File: src/rtl/timer_channel_pkg.sv
package timer_channel_pkg;

  typedef enum logic [2:0] {
    TM_ONESHOT_SW = 3'd0,
    TM_ONESHOT_HW = 3'd1,
    TM_RATE       = 3'd2,
    TM_SQUARE     = 3'd3,
    TM_STROBE_SW  = 3'd4,
    TM_STROBE_HW  = 3'd5
  } tmode_e;

  // codes 6 and 7 fold onto the periodic modes
  function automatic tmode_e remap_mode(input logic [2:0] raw);
    if (raw > 3'd5) return tmode_e'(raw - 3'd4);
    return tmode_e'(raw);
  endfunction

  function automatic logic gate_retriggers(input tmode_e m);
    return (m == TM_ONESHOT_HW) || (m == TM_RATE) ||
           (m == TM_SQUARE) || (m == TM_STROBE_HW);
  endfunction

  function automatic logic gate_pauses(input tmode_e m);
    return (m == TM_ONESHOT_SW) || (m == TM_STROBE_SW);
  endfunction

endpackage

File: src/rtl/tc_gate_ctl.sv
module tc_gate_ctl
  import timer_channel_pkg::*;
(
  input  logic   clk,
  input  logic   rst_n,
  input  logic   tick_en,
  input  logic   gate,
  input  tmode_e mode,
  input  logic   mode_valid,
  input  logic   running,
  output logic   restart,
  output logic   advance
);

  logic gate_q;
  logic gate_rise;

  always_ff @(posedge clk) begin
    if (!rst_n) gate_q <= 1'b0;
    else        gate_q <= gate;
  end

  assign gate_rise = gate & ~gate_q;
  assign restart   = gate_rise & mode_valid & gate_retriggers(mode);
  assign advance   = tick_en & mode_valid & running &
                     ~(gate_pauses(mode) & ~gate);


  pause_no_advance_chk: assert property (@(posedge clk) disable iff (!rst_n)
    (mode_valid && gate_pauses(mode) && !gate) |-> !advance);

endmodule

File: src/rtl/tc_elapsed.sv
module tc_elapsed #(
  parameter int EW = 17,
  parameter int NW = 17
) (
  input  logic          clk,
  input  logic          rst_n,
  input  logic          clear,
  input  logic          advance,
  input  logic [NW-1:0] limit,
  output logic [EW-1:0] elapsed,
  output logic [NW-1:0] phase,
  output logic          started,
  output logic          reached,
  output logic          lapped
);

  logic [EW-1:0] elapsed_nx;
  logic [NW-1:0] phase_nx;

  assign elapsed_nx = elapsed + 1'b1;
  assign phase_nx   = (phase == limit - 1'b1) ? '0 : phase + 1'b1;

  always_ff @(posedge clk) begin
    if (!rst_n || clear) begin
      elapsed <= '0;
      phase   <= '0;
      started <= 1'b0;
      reached <= 1'b0;
      lapped  <= 1'b0;
    end else if (advance) begin
      elapsed <= elapsed_nx;
      phase   <= phase_nx;
      started <= 1'b1;
      reached <= reached | (NW'(elapsed_nx) == limit);
      lapped  <= lapped | (&elapsed);
    end
  end


  phase_in_range_chk: assert property (@(posedge clk) disable iff (!rst_n)
    phase < limit);


  reached_sticky_chk: assert property (@(posedge clk) disable iff (!rst_n)
    (reached && !clear) |=> reached);

endmodule

File: src/rtl/tc_decode.sv
module tc_decode
  import timer_channel_pkg::*;
#(
  parameter int CW = 16,
  localparam int NW = CW + 1,
  localparam int EW = CW + 1
) (
  input  logic          clk,
  input  logic          rst_n,
  input  tmode_e        mode,
  input  logic          mode_valid,
  input  logic [NW-1:0] limit,
  input  logic [EW-1:0] elapsed,
  input  logic [NW-1:0] phase,
  input  logic          started,
  input  logic          reached,
  input  logic          lapped,
  output logic [CW-1:0] count_o,
  output logic          out_o
);

  // (2*phase) mod limit, phase already below limit
  function automatic logic [NW-1:0] fold_double(input logic [NW-1:0] ph,
                                                input logic [NW-1:0] lim);
    logic [NW:0] dbl;
    dbl = {ph, 1'b0};
    if (dbl >= {1'b0, lim}) dbl = dbl - {1'b0, lim};
    return dbl[NW-1:0];
  endfunction

  function automatic logic [NW-1:0] half_up(input logic [NW-1:0] lim);
    logic [NW:0] s;
    s = {1'b0, lim} + 1'b1;
    return s[NW:1];
  endfunction

  function automatic logic [CW-1:0] remaining(input logic [NW-1:0] lim,
                                              input logic [NW-1:0] used);
    return CW'(lim - used);
  endfunction

  logic out_raw;

  always_comb begin
    case (mode)
      TM_RATE:   count_o = remaining(limit, phase);
      TM_SQUARE: count_o = remaining(limit, fold_double(phase, limit));
      default:   count_o = remaining(limit, NW'(elapsed));
    endcase
  end

  always_comb begin
    case (mode)
      TM_ONESHOT_SW, TM_ONESHOT_HW: out_raw = reached;
      TM_RATE:                      out_raw = started && (phase == '0);
      TM_SQUARE:                    out_raw = phase < half_up(limit);
      default:                      out_raw = !lapped && (NW'(elapsed) == limit);
    endcase
  end

  assign out_o = mode_valid & out_raw;


  rate_pulse_count_chk: assert property (@(posedge clk) disable iff (!rst_n)
    (mode == TM_RATE && out_o) |-> (count_o == limit[CW-1:0]));


  strobe_zero_chk: assert property (@(posedge clk) disable iff (!rst_n)
    ((mode == TM_STROBE_SW || mode == TM_STROBE_HW) && out_o) |-> (count_o == '0));

endmodule

File: src/rtl/timer_channel.sv
module timer_channel
  import timer_channel_pkg::*;
#(
  parameter int CW = 16
) (
  input  logic          clk,
  input  logic          rst_n,
  input  logic          tick_en,
  input  logic          gate,
  input  logic          ctl_we,
  input  logic [2:0]    ctl_mode,
  input  logic          load_we,
  input  logic [CW-1:0] load_value,
  output logic [CW-1:0] count_o,
  output logic          out_o
);

  localparam int NW = CW + 1;
  localparam int EW = CW + 1;
  localparam logic [NW-1:0] FULL_LIMIT = {1'b1, {CW{1'b0}}};

  tmode_e        mode_q;
  logic          valid_q;
  logic          running_q;
  logic [NW-1:0] limit_q;

  logic          restart;
  logic          advance;
  logic          clear;
  logic [EW-1:0] elapsed;
  logic [NW-1:0] phase;
  logic          started;
  logic          reached;
  logic          lapped;

  always_ff @(posedge clk) begin
    if (!rst_n) begin
      mode_q    <= TM_ONESHOT_SW;
      valid_q   <= 1'b0;
      running_q <= 1'b0;
      limit_q   <= FULL_LIMIT;
    end else if (ctl_we) begin
      mode_q    <= remap_mode(ctl_mode);
      valid_q   <= 1'b1;
      running_q <= 1'b0;
    end else if (load_we) begin
      limit_q   <= (load_value == '0) ? FULL_LIMIT : {1'b0, load_value};
      running_q <= 1'b1;
    end
  end

  assign clear = ctl_we | load_we | restart;

  tc_gate_ctl u_gate (
    .clk        (clk),
    .rst_n      (rst_n),
    .tick_en    (tick_en),
    .gate       (gate),
    .mode       (mode_q),
    .mode_valid (valid_q),
    .running    (running_q),
    .restart    (restart),
    .advance    (advance)
  );

  tc_elapsed #(.EW(EW), .NW(NW)) u_elapsed (
    .clk     (clk),
    .rst_n   (rst_n),
    .clear   (clear),
    .advance (advance),
    .limit   (limit_q),
    .elapsed (elapsed),
    .phase   (phase),
    .started (started),
    .reached (reached),
    .lapped  (lapped)
  );

  tc_decode #(.CW(CW)) u_decode (
    .clk        (clk),
    .rst_n      (rst_n),
    .mode       (mode_q),
    .mode_valid (valid_q),
    .limit      (limit_q),
    .elapsed    (elapsed),
    .phase      (phase),
    .started    (started),
    .reached    (reached),
    .lapped     (lapped),
    .count_o    (count_o),
    .out_o      (out_o)
  );


  unset_mode_low_chk: assert property (@(posedge clk) disable iff (!rst_n)
    !valid_q |-> !out_o);


  zero_load_chk: assert property (@(posedge clk) disable iff (!rst_n)
    (load_we && !ctl_we && load_value == '0) |=> (count_o == '0));


  gate_pause_stable_chk: assert property (@(posedge clk) disable iff (!rst_n)
    (valid_q && (mode_q == TM_ONESHOT_SW || mode_q == TM_STROBE_SW) &&
     !gate && !ctl_we && !load_we) |=> $stable(count_o));


  ctl_stops_chk: assert property (@(posedge clk) disable iff (!rst_n)
    (ctl_we && !load_we) |=> (elapsed == '0 && !running_q));

endmodule

File: config.mk
export PLATFORM = sky130hd
export DESIGN_NAME = timer_channel
export DESIGN_NICKNAME = d
export VERILOG_FILES = /design/src/rtl/timer_channel_pkg.sv /design/src/rtl/tc_gate_ctl.sv /design/src/rtl/tc_elapsed.sv /design/src/rtl/tc_decode.sv /design/src/rtl/timer_channel.sv
export SDC_FILE = /design/constraint.sdc
export NUM_CORES = 1
export LEC_CHECK = 0
export CORE_ASPECT_RATIO = 0.7
export CORE_MARGIN = 2
export CORE_UTILIZATION = 45
export DETAILED_ROUTE_END_ITERATION = 8
export DONT_BUFFER_PORTS = 1
export GPL_ROUTABILITY_DRIVEN = 0
export PLACE_DENSITY = 0.67
export SYNTH_ARGS = -nofsm -noshare
export SYNTH_HDL_FRONTEND = slang
export SYNTH_SLANG_ARGS = --single-unit
File: constraint.sdc
create_clock -name clk -period 6.8 [get_ports clk]
set_input_delay 1.7 -clock clk [delete_from_list [all_inputs] [get_ports clk]]
set_output_delay 1.7 -clock clk [all_outputs]
set_load 0.01 [all_outputs]
==> impl_metrics.yaml, run 1 <==
power_and_ir_drop:
  p_total_w: 0.001147
  ir_worst_vdd_mv: 0.1322
  p_clk_frac: 0.383
  p_comb_frac: 0.299
  sw_frac_of_total: 0.3301
  seqPwrFrac: 0.318
  p_switching_w: 0.0003786
  p_int_w: 0.0007683
  p_per_area_mw_per_mm2: 160.0
  p_leak_nw: 2.692
critical_path:
  critical_path.max_fanout: 5
  critical_path.cell_chain: "inv_2 -> fa_2 -> a211oi_4 -> o21ai_2 -> nand2_1 -> a211oi_2 -> nor4_4 -> buf_4 -> mux2i_1 -> mux2i_1 -> nor2_1 -> a21oi_1 -> ha_1 -> a21o_1 -> a21oi_2 -> o21bai_1 -> a211o_1 -> a31oi_4 -> a21oi_4 -> a21o_1 -> a21oi_2 -> xnor2_2"
  cp.required_ns: 5.10
  worstReg2RegEnd: "u_elapsed.reached"
  endpoint_kind: "primary output"
  criticalPathCategory: "reg2out"
  reg2reg_slack_ns: 2.52
  crit_arrival_ns: 4.94
  crit_slowest_cell: "nor4_4"
  r2r_cells: 15
  critPathLaunchType: "register"
  cpPeakStageDelay_ns: 0.44
  rr_startpoint: "u_elapsed.elapsed[0]"
routing:
  drtPass1Iterations: 5
  met2_length_mm: 7.793
  drt_iter0_drc: 655
  wl_met3_mm: 2.266
  avgRoutedWirePerCell_um: 19.12
  vias: 6065
  wirelength_mm: 19.86
  antenna_left: 0
  highest_layer: "met4"
  wl_met1_mm: 9.608
  drc: 0
  vias_per_cell: 5.837
place:
  place_area_mm2: 0.006649
  dp_hpwl_mm: 15.24
  port_buffers: 0
clocking:
  cts_tree: "built"
  cts_buffer_depth: 2
  clk_latency_ns: 0.34
  cts_buffers: 9
  holdBufCountCts: 0
  clkSinkCount: 60
  cts-root-buf: "clkbuf_16"
  clk_pin_slew_worst_paths_ns: 0.06
  cts_htree_levels: 3
logic_synthesis:
  netlist_area_mm2: 0.006243
  ys_async_sr_fraction: 0
  yosys_warnings: 0
  syn_avg_cell_area_um2: 7.513
  synth_nets: 912
  seq_area_frac_synth: 0.1924
  synthCells: 831
  synth_flop_cell: "dfxtp_1"
  synth_seq_cells: 60
  yosys.cell_types.count: 69
  synth_edf_count: 0
layout:
  num_antenna_cells: 0
  drive_above_1_share: 0.1534
  nNetsFinal: 931
  design_area_mm2: 0.007168
  layout-area-overhead-vs-synth_pct: 14.81
  final_util: 0.5367
worst_hold_path:
  min_from: "u_elapsed.started"
  min_path_cells: 2
  min_to: "u_elapsed.started"
  worstHoldPathType: "reg2reg"
global_route:
  grt_pass1_wl_mm: 30.59
  grt_max_degree: 25
  grt_usage: 0.2705
  grt.overflow.total: 0
  antenna_found_initial: 0
  first_global_vias: 5486
sta:
  tightest_slew_ns: 0.7268
  finalCriticalPeriod_ns: 6.640
  hold_violations: 0
  slew_headroom: 0.5155
  final_max_slew_viol_count: 0
  period_share: 0.9765
  finClkSkew_ns: 0.01031
  max_freq_mhz: 150.6
  finalSetupViolCount: 0
floorplanning:
  core_mm2: 0.01336
  ios: 42
  initial_core_util: 0.4674
  rows: 35
  die-area_mm2: 0.01485
  die_y_um: 102.6
  fp.dieW_um: 144.8
run_status:
  status: "finished, final reports clean"
flow_run:
  maxCapViolations: 0
-- stage by stage --
stage	instances	setup TNS [ns]	hold slack [ns]	worst slack, ns
global route	1039	-0.03061	0.5014	-0.03061
finish	1039	0	0.4790	0.1596
CTS	1035	0	0.4724	0.001275
floorplan	831	0	0.4377	0.2467
global placement	1019	0	0.4538	0.1325
detailed placement	1019	0	0.4609	0.03498
-- worst max path at each step --
stage / slack (ns) / from / depth (start not counted) / end
after floorplan: 0.25 / limit_q[11] / 22 / count_o[14]
after global placement: 0.13 / limit_q[12] / 21 / count_o[14]
after detailed placement: 0.03 / limit_q[12] / 21 / count_o[14]
after CTS: 0.001 / limit_q[12] / 22 / count_o[14]
after global routing: -0.03 / limit_q[0] / 22 / count_o[14]
final: 0.16 / limit_q[1] / 22 / count_o[14]
-- critical path: cells and delay by family (launching register included) --
| kind | cells | cell delay (ns) |
|---|---|---|
| flip-flops | 1 | 0.33 |
| multiplexers | 2 | 0.27 |
| adder cells (fa/ha/maj) | 2 | 0.78 |
| AO/OA/AOI/OAI | 12 | 2.11 |
| buffers and inverters | 2 | 0.24 |
| XOR/XNOR | 1 | 0.16 |
| AND/OR/NAND/NOR | 3 | 0.70 |
-- power groups by stage --
stage / sequential [W] / combinational, W / clock [W]
after CTS: 0.000364 / 0.000317 / 0.000447
after global placement: 0.000372 / 0.000306 / 0
after detailed placement: 0.000372 / 0.000308 / 0
after floorplan: 0.000371 / 0.000229 / 0
after global routing: 0.000365 / 0.000368 / 0.000458
final: 0.000365 / 0.000343 / 0.000439
-- metal layers --
layer  up-vias  track usage
met2       274       0.3683
li1       2959            -
met5         -            0
met1      2814       0.4185
met3        18      0.07246
met4         0      0.05900
-- repair_timing --
item / in CTS / in global routing
pin swaps: 1 / 17
cloned: 0 / 1
endpoints found under the setup margin: 5 / 5
resized for setup: 10 / 30
setup buffers: 1 / 3
-- flip-flops by register name (all words and copies together), names as in the netlist --
signal             cells
limit_q               17
u_elapsed.elapsed     17
u_elapsed.phase       17
mode_q                 3
running_q              1
u_elapsed.lapped       1
u_elapsed.reached      1
u_elapsed.started      1
u_gate.gate_q          1
valid_q                1
-- synth_stat cells (all sizes together) (6+ instances only) --
cell type  number  area share
nor3           28       0.023
and3           10       0.011
nor4           14       0.017
xor2           47       0.066
a21o           12       0.014
nor2           77       0.051
inv            28       0.017
dfxtp          60        0.19
ha             54        0.11
or3            10       0.010
and2            8      0.0080
a211oi         16       0.020
nand4          11       0.011
clkbuf         34       0.021
a31oi           6      0.0060
nand3          26       0.021
a21boi         17       0.020
a21oi          55       0.044
nand2          93       0.056
o31ai           6      0.0072
buf            19       0.020
xnor2          70       0.098
mux2i          11       0.018
o21ai          35       0.028
nor2b           8      0.0080
nand2b          7      0.0070
o21a           10       0.012
-- cell usage in the layout, fill, tap and decap left out, types with 17 or more instances in the layout --
cell type,instances
nor3_1,27
buf_4,59
a21boi_0,17
a21oi_1,51
xnor2_1,69
nand3_1,26
dfxtp_1,58
ha_1,46
nor2_1,66
inv_1,27
nand2_1,93
o21ai_0,32
xor2_1,47
-- kinds of logic (layout without fill, tap and decap cells) --
kind of cell | after synthesis | after routing | share of synthesized area
and+or+nand+nor | 313 | 313 | 0.2497
xor gates and xnor gates | 117 | 117 | 0.1641
buffers and inverters | 81 | 104 | 0.05771
adders and majority gates | 56 | 56 | 0.1146
DFF | 60 | 60 | 0.1924
muxes | 11 | 11 | 0.01764
AOI/OAI and AO/OA | 193 | 193 | 0.2038
-- layout make-up --
| class | count | area, um2 |
|---|---|---|
| Timing Repair Buffer | 61 | 459.2 |
| Tap cell | 185 | 231.5 |
| Inverter | 28 | 105.1 |
| Clock buffer | 11 | 252.7 |
| Clock inverter | 4 | 25.02 |
| Fill cell | 1290 | 6188 |
| Multi-Input combinational cell | 690 | 4891 |
| Sequential cell | 60 | 1204 |
No activity file was read; power rests on OpenSTA's default activity.
==> inputs of run 2 (changes only) <==
CORE_UTILIZATION = 41   (was 45)
PLACE_DENSITY = 0.62   (was 0.67)
==> run 2 against run 1 <==
Net effect:
- sequential share of layout area about the same
- critical path depth increased by 1
- setup slack improved by 0.085 ns
- largest cell class unchanged
- power increased by 1.4%
- largest power group unchanged
- sequential power about the same
- clock power increased by 3%
==> impl_metrics.yaml, run 2 (synthesis results as in run 1) <==
layout:
  final_util: 0.4833
  reg_top3: "limit_q: 17 flops, u_elapsed.elapsed: 17 flops, u_elapsed.phase: 17 flops"
  instances_no_fill: 1047
  most-common-layout-cells: "nand2_1, xnor2_1, nor2_1"
  layout-area-overhead-vs-synth_pct: 14.31
  nFillCells: 1490
  final_common_cell: "nand2_1"
  nNetsFinal: 928
  design_area_mm2: 0.007137
  drive_above_1_share: 0.1432
  num_antenna_cells: 0
worst_hold_path:
  min_path_cells: 2
  min_to: "u_elapsed.started"
  min_from: "u_elapsed.started"
  worstHoldPathType: "reg2reg"
place:
  placed_cells: 1029
  place_area_mm2: 0.006661
  port_buffers: 0
  dp_hpwl_mm: 15.56
routing:
  drc: 0
  drtPass1Iterations: 5
  vias_per_cell: 5.744
  antenna_left: 0
  vias: 6014
  drt_iter0_drc: 523
  avgRoutedWirePerCell_um: 19.38
  wirelength_mm: 20.29
critical_path:
  crit_arrival_ns: 4.86
  endpoint_kind: "primary output"
  rr_startpoint: "u_elapsed.elapsed[0]"
  worstReg2RegEnd: "u_elapsed.reached"
  criticalPathCategory: "reg2out"
  r2r_cells: 15
  critical_path.max_fanout: 10
  cp.required_ns: 5.10
  critPathLaunchType: "register"
  reg2reg_slack_ns: 2.59
sta:
  period_share: 0.9640
  max_freq_mhz: 152.5
  slew_headroom: 0.4292
  finalCriticalPeriod_ns: 6.555
  tightest_slew_ns: 0.8562
  finClkSkew_ns: 0.007527
  final_max_slew_viol_count: 0
  finalSetupViolCount: 0
  hold_violations: 0
global_route:
  antenna_found_initial: 0
  grt_pass1_wl_mm: 31.17
  grt.overflow.total: 0
  grt_max_degree: 27
  first_global_vias: 5328
  grt_usage: 0.2531
floorplanning:
  fp.dieW_um: 151.5
  core_mm2: 0.01477
  ios: 42
  die_y_um: 107.2
  rows: 37
  initial_core_util: 0.4228
  die-area_mm2: 0.01625
clocking:
  cts-root-buf: "clkbuf_16"
  cts_htree_levels: 3
  cts_tree: "built"
  cts_buffers: 9
  cts_buffer_depth: 2
  clk_pin_slew_worst_paths_ns: 0.06
  clk_latency_ns: 0.34
  clkSinkCount: 60
power_and_ir_drop:
  p_leak_nw: 2.680
  ir_worst_vdd_mv: 0.1178
  p_per_area_mw_per_mm2: 162.9
flow_run:
  maxCapViolations: 0
run_status:
  status: "finished, final reports clean"
## run 2: changes by cell type in the layout (fill, tap and decap cells not counted), sizes merged
cell / change
buf: -3
clkbuf: -1
clkinv: +1
clkinvlp: -1
inv: +2
## run 2: per-stage QoR
step	power, W	TNS [ns]	hold slack, ns	worst slack [ns]
detailed placement	0.0006891	0	0.4599	0.1101
finish	0.001163	0	0.4746	0.2446
global placement	0.0006881	0	0.4497	0.1322
global route	0.001209	-0.03703	0.5159	-0.03703
CTS	0.001145	0	0.4737	0.01315
floorplan	0.0005999	0	0.4377	0.2467
## run 2: worst max-delay path by stage
stage               slack, ns     endpoint   startpoint
finish                   0.24  count_o[14]  limit_q[13]
global route            -0.04  count_o[14]   limit_q[1]
CTS                      0.01  count_o[14]  limit_q[13]
detailed placement       0.11  count_o[14]  limit_q[13]
global placement         0.13  count_o[14]  limit_q[13]
floorplan                0.25  count_o[14]  limit_q[11]
## run 2: worst max-delay path, cell delays in order, from the launching register on
cell and delay (ns):
dfxtp_1 0.32, inv_1 0.06, ha_1 0.36, and3_1 0.21, and2_4 0.19, o311ai_4 0.30
a211oi_4 0.08, nor4_4 0.25, buf_4 0.19, buf_6 0.15, mux2i_1 0.18, mux2i_1 0.08
nor2_1 0.11, a21oi_1 0.05, ha_1 0.34, a21o_1 0.18, a21oi_2 0.16, o21bai_1 0.11
a211o_1 0.33, a31oi_4 0.22, a21oi_2 0.11, a21o_1 0.20, a21oi_2 0.18, xnor2_2 0.16
## run 2: area by class of cell
type,count,area [um2],area share
flip-flops and latches,60,1201,0.1683
clock buffers,10,239.0,0.03349
well taps,195,244.0,0.03419
multi-input cells,690,4861,0.6811
inverters,28,105.1,0.01473
repair buffers,58,439.2,0.06154
clock inverters,6,47.55,0.006662
## run 2: what timing repair did
action | 4_1_cts | 5_1_grt
gates resized for setup | 9 | 24
hold endpoints to repair | 0 | 0
hold buffers | 0 | 0
pin swaps | 3 | 11
buffers inserted | 1 | 1
setup endpoints to repair | 5 | 7
## run 2: report_power, final
| group | internal, W | total [W] | switching (W) |
|---|---|---|---|
| logic | 0.000143 | 0.000347 | 0.000204 |
| clock network | 0.000260 | 0.000452 | 0.000192 |
| registers | 0.000358 | 0.000364 | 0.00000566 |
| total | 0.000761 | 0.00116 | 0.000402 |
## run 2: metal layers
| metal | global-route usage | wire length, um | share of wire | up-vias |
|---|---|---|---|---|
| li1 | - | - | - | 2959 |
| met1 | 0.3736 | 9838 | 0.48 | 2777 |
| met2 | 0.3581 | 7971 | 0.39 | 248 |
| met3 | 0.07532 | 2115 | 0.10 | 30 |
| met4 | 0.05622 | 362 | 0.018 | 0 |
| met5 | 0 | 0 | 0 | - |
==> inputs of run 3 (changes only) <==
MAX_ROUTING_LAYER = met4   (was default)
clock period = 6 ns   (was 6.8 ns; I/O delays follow)
==> run 3 against run 2 <==
Net effect:
- the run now ends with negative setup slack left
- largest power group unchanged
- critical endpoint unchanged
- final area increased by 9.2%
- cell count increased by 5.5%
- flip-flop and latch count did not move
- via count up 6.1%
- sequential power increased by 14%
- die area unchanged
- combinational power up 33%
- critical path depth shrank 1
- clock-buffer cell count decreased by 1
- setup slack worse by 0.45 ns
- wire length up 4.9%
==> impl_metrics.yaml, run 3 (synthesis results as in run 1) <==
worst_hold_path:
  worstHoldPathType: "reg2reg"
routing:
  wirelength_mm: 21.28
  drc: 0
  antenna_left: 0
  vias: 6382
  vias_per_cell: 5.776
  drt_iter0_drc: 586
  avgRoutedWirePerCell_um: 19.26
  drtPass1Iterations: 5
sta:
  hold_ws_ns: 0.4765
  final_max_slew_viol_count: 0
  hold_violations: 0
  finalWorstSetupSlack_ns: -0.2081
  finalSetupViolCount: 5
  max_freq_mhz: 161.1
  period_share: 1.035
  finalCriticalPeriod_ns: 6.208
  finClkSkew_ns: 0.01140
  rsz0062_at_grt: "true"
  slew_headroom: 0.3851
  tightest_slew_ns: 0.9138
global_route:
  antenna_found_initial: 0
  grt_max_degree: 25
  first_global_vias: 5702
  grt_usage: 0.2675
  grt_pass1_wl_mm: 32.36
  grt.overflow.total: 0
floorplanning:
  die-area_mm2: 0.01625
  die_y_um: 107.2
  rows: 37
  core_mm2: 0.01477
  fp.dieW_um: 151.5
  initial_core_util: 0.4228
  ios: 42
layout:
  drive_above_1_share: 0.2409
  most-common-layout-cells: "buf_4, nand2_1, xnor2_1"
  final_util: 0.5277
  reg_top3: "limit_q: 17 flops, u_elapsed.elapsed: 17 flops, u_elapsed.phase: 17 flops"
  final_common_cell: "buf_4"
  nNetsFinal: 985
  instances_no_fill: 1105
  layout-area-overhead-vs-synth_pct: 24.81
  nFillCells: 1405
place:
  dp_hpwl_mm: 16.17
  port_buffers: 0
  dp_slack_ns: -0.2209
  placed_cells: 1068
power_and_ir_drop:
  p_total_w: 0.001388
  p_leak_nw: 2.996
  ir_worst_vdd_mv: 0.1308
  p_per_area_mw_per_mm2: 178.2
critical_path:
  cpPeakStageDelay_ns: 0.41
  criticalPathCategory: "reg2out"
  cp.required_ns: 4.50
  crit_slowest_cell: "o311ai_2"
  crit_arrival_ns: 4.71
  endpoint_kind: "primary output"
  critPathLaunchType: "register"
  critical_path.cell_chain: "inv_2 -> ha_4 -> and3_4 -> and2_4 -> o311ai_2 -> a211oi_4 -> nor4_4 -> buf_6 -> mux2i_1 -> mux2i_1 -> nor2_1 -> a21oi_1 -> ha_1 -> a21o_1 -> a21oi_4 -> o21bai_1 -> a211o_1 -> a31oi_4 -> a21oi_4 -> a21o_1 -> a21oi_2 -> xnor2_2"
  critical_path.max_fanout: 6
clocking:
  clk_latency_ns: 0.34
  cts_buffer_depth: 2
  cts-root-buf: "clkbuf_16"
  cts_buffers: 9
  clkSinkCount: 60
  cts_htree_levels: 3
  clk_pin_slew_worst_paths_ns: 0.06
  cts_tree: "built"
flow_run:
  maxCapViolations: 0
run_status:
  status: "finished, violations left"
  violations: "negative setup slack"
## run 3: changes by cell type in the layout (fill, tap and decap cells not counted), moves of 4 or more
cell	before	now
a21oi_1	52	48
buf_4	57	106
ha_1	49	44
dfxtp_1	60	49
buf_6	1	9
inv_1	28	22
inv_2	0	5
dfxtp_2	0	10
## run 3: cell type report
class / count / area, um2 / area share
antenna: 1 / 2.502 / 0.0003211
clock buffer: 9 / 225.2 / 0.02890
clock inverter: 7 / 58.81 / 0.007547
inverter: 28 / 107.6 / 0.01381
multi-input combinational: 690 / 5040 / 0.6468
sequential: 60 / 1217 / 0.1562
tap: 195 / 244.0 / 0.03131
timing repair buffer: 115 / 897.1 / 0.1151
## run 3: where the power goes
part	internal [W]	leakage, nW	switching, W
Sequential	0.000406	0.492	0.00000751
Clock	0.000285	0.133	0.000227
Combinational	0.000218	2.37	0.000244
Total	0.000909	3.00	0.000479
## run 3: per-stage QoR
| step | setup TNS, ns | instance area [um2] |
|---|---|---|
| global placement | -0.4006 | 7022 |
| floorplan | 0 | 6330 |
| global route | -1.409 | 7790 |
| detailed placement | -0.5999 | 7022 |
| finish | -0.6174 | 7792 |
| CTS | -0.4972 | 7458 |
## run 3: critical path, delay by kind of cell (launching register included)
kind | cells | cell delay (ns)
fa+ha+maj | 2 | 0.56
buf+inv | 2 | 0.23
simple gates | 4 | 0.69
compound gates | 11 | 2.08
mux | 2 | 0.30
xor+xnor | 1 | 0.16
flops | 1 | 0.33
## run 3: final timing paths
check	slack [ns]	cells after the start	startpoint	endpoint
setup reg to reg	1.84	15	u_elapsed.elapsed[0]	u_elapsed.reached
setup / recovery	-0.21	22	limit_q[13]	count_o[14]
hold / removal	0.48	2	u_elapsed.reached	u_elapsed.reached
hold reg to reg	0.48	2	u_elapsed.reached	u_elapsed.reached
## run 3: repair_timing
item,4_1_cts,5_1_grt
resized for setup,26,53
gates cloned,0,0
setup buffers,6,14
setup endpoints to repair,8,8
hold buffers,0,0
pin swaps,27,34
endpoints found under the hold margin,0,0
## run 3: routing by layer
metal  global-route usage  part of all wire  vias to the layer above
met5                    -                 0                        -
met4              0.06019             0.016                        0
met3              0.06851              0.11                       26
met2               0.3494              0.40                      282
met1               0.4043              0.48                     2991
li1                     -                 -                     3083
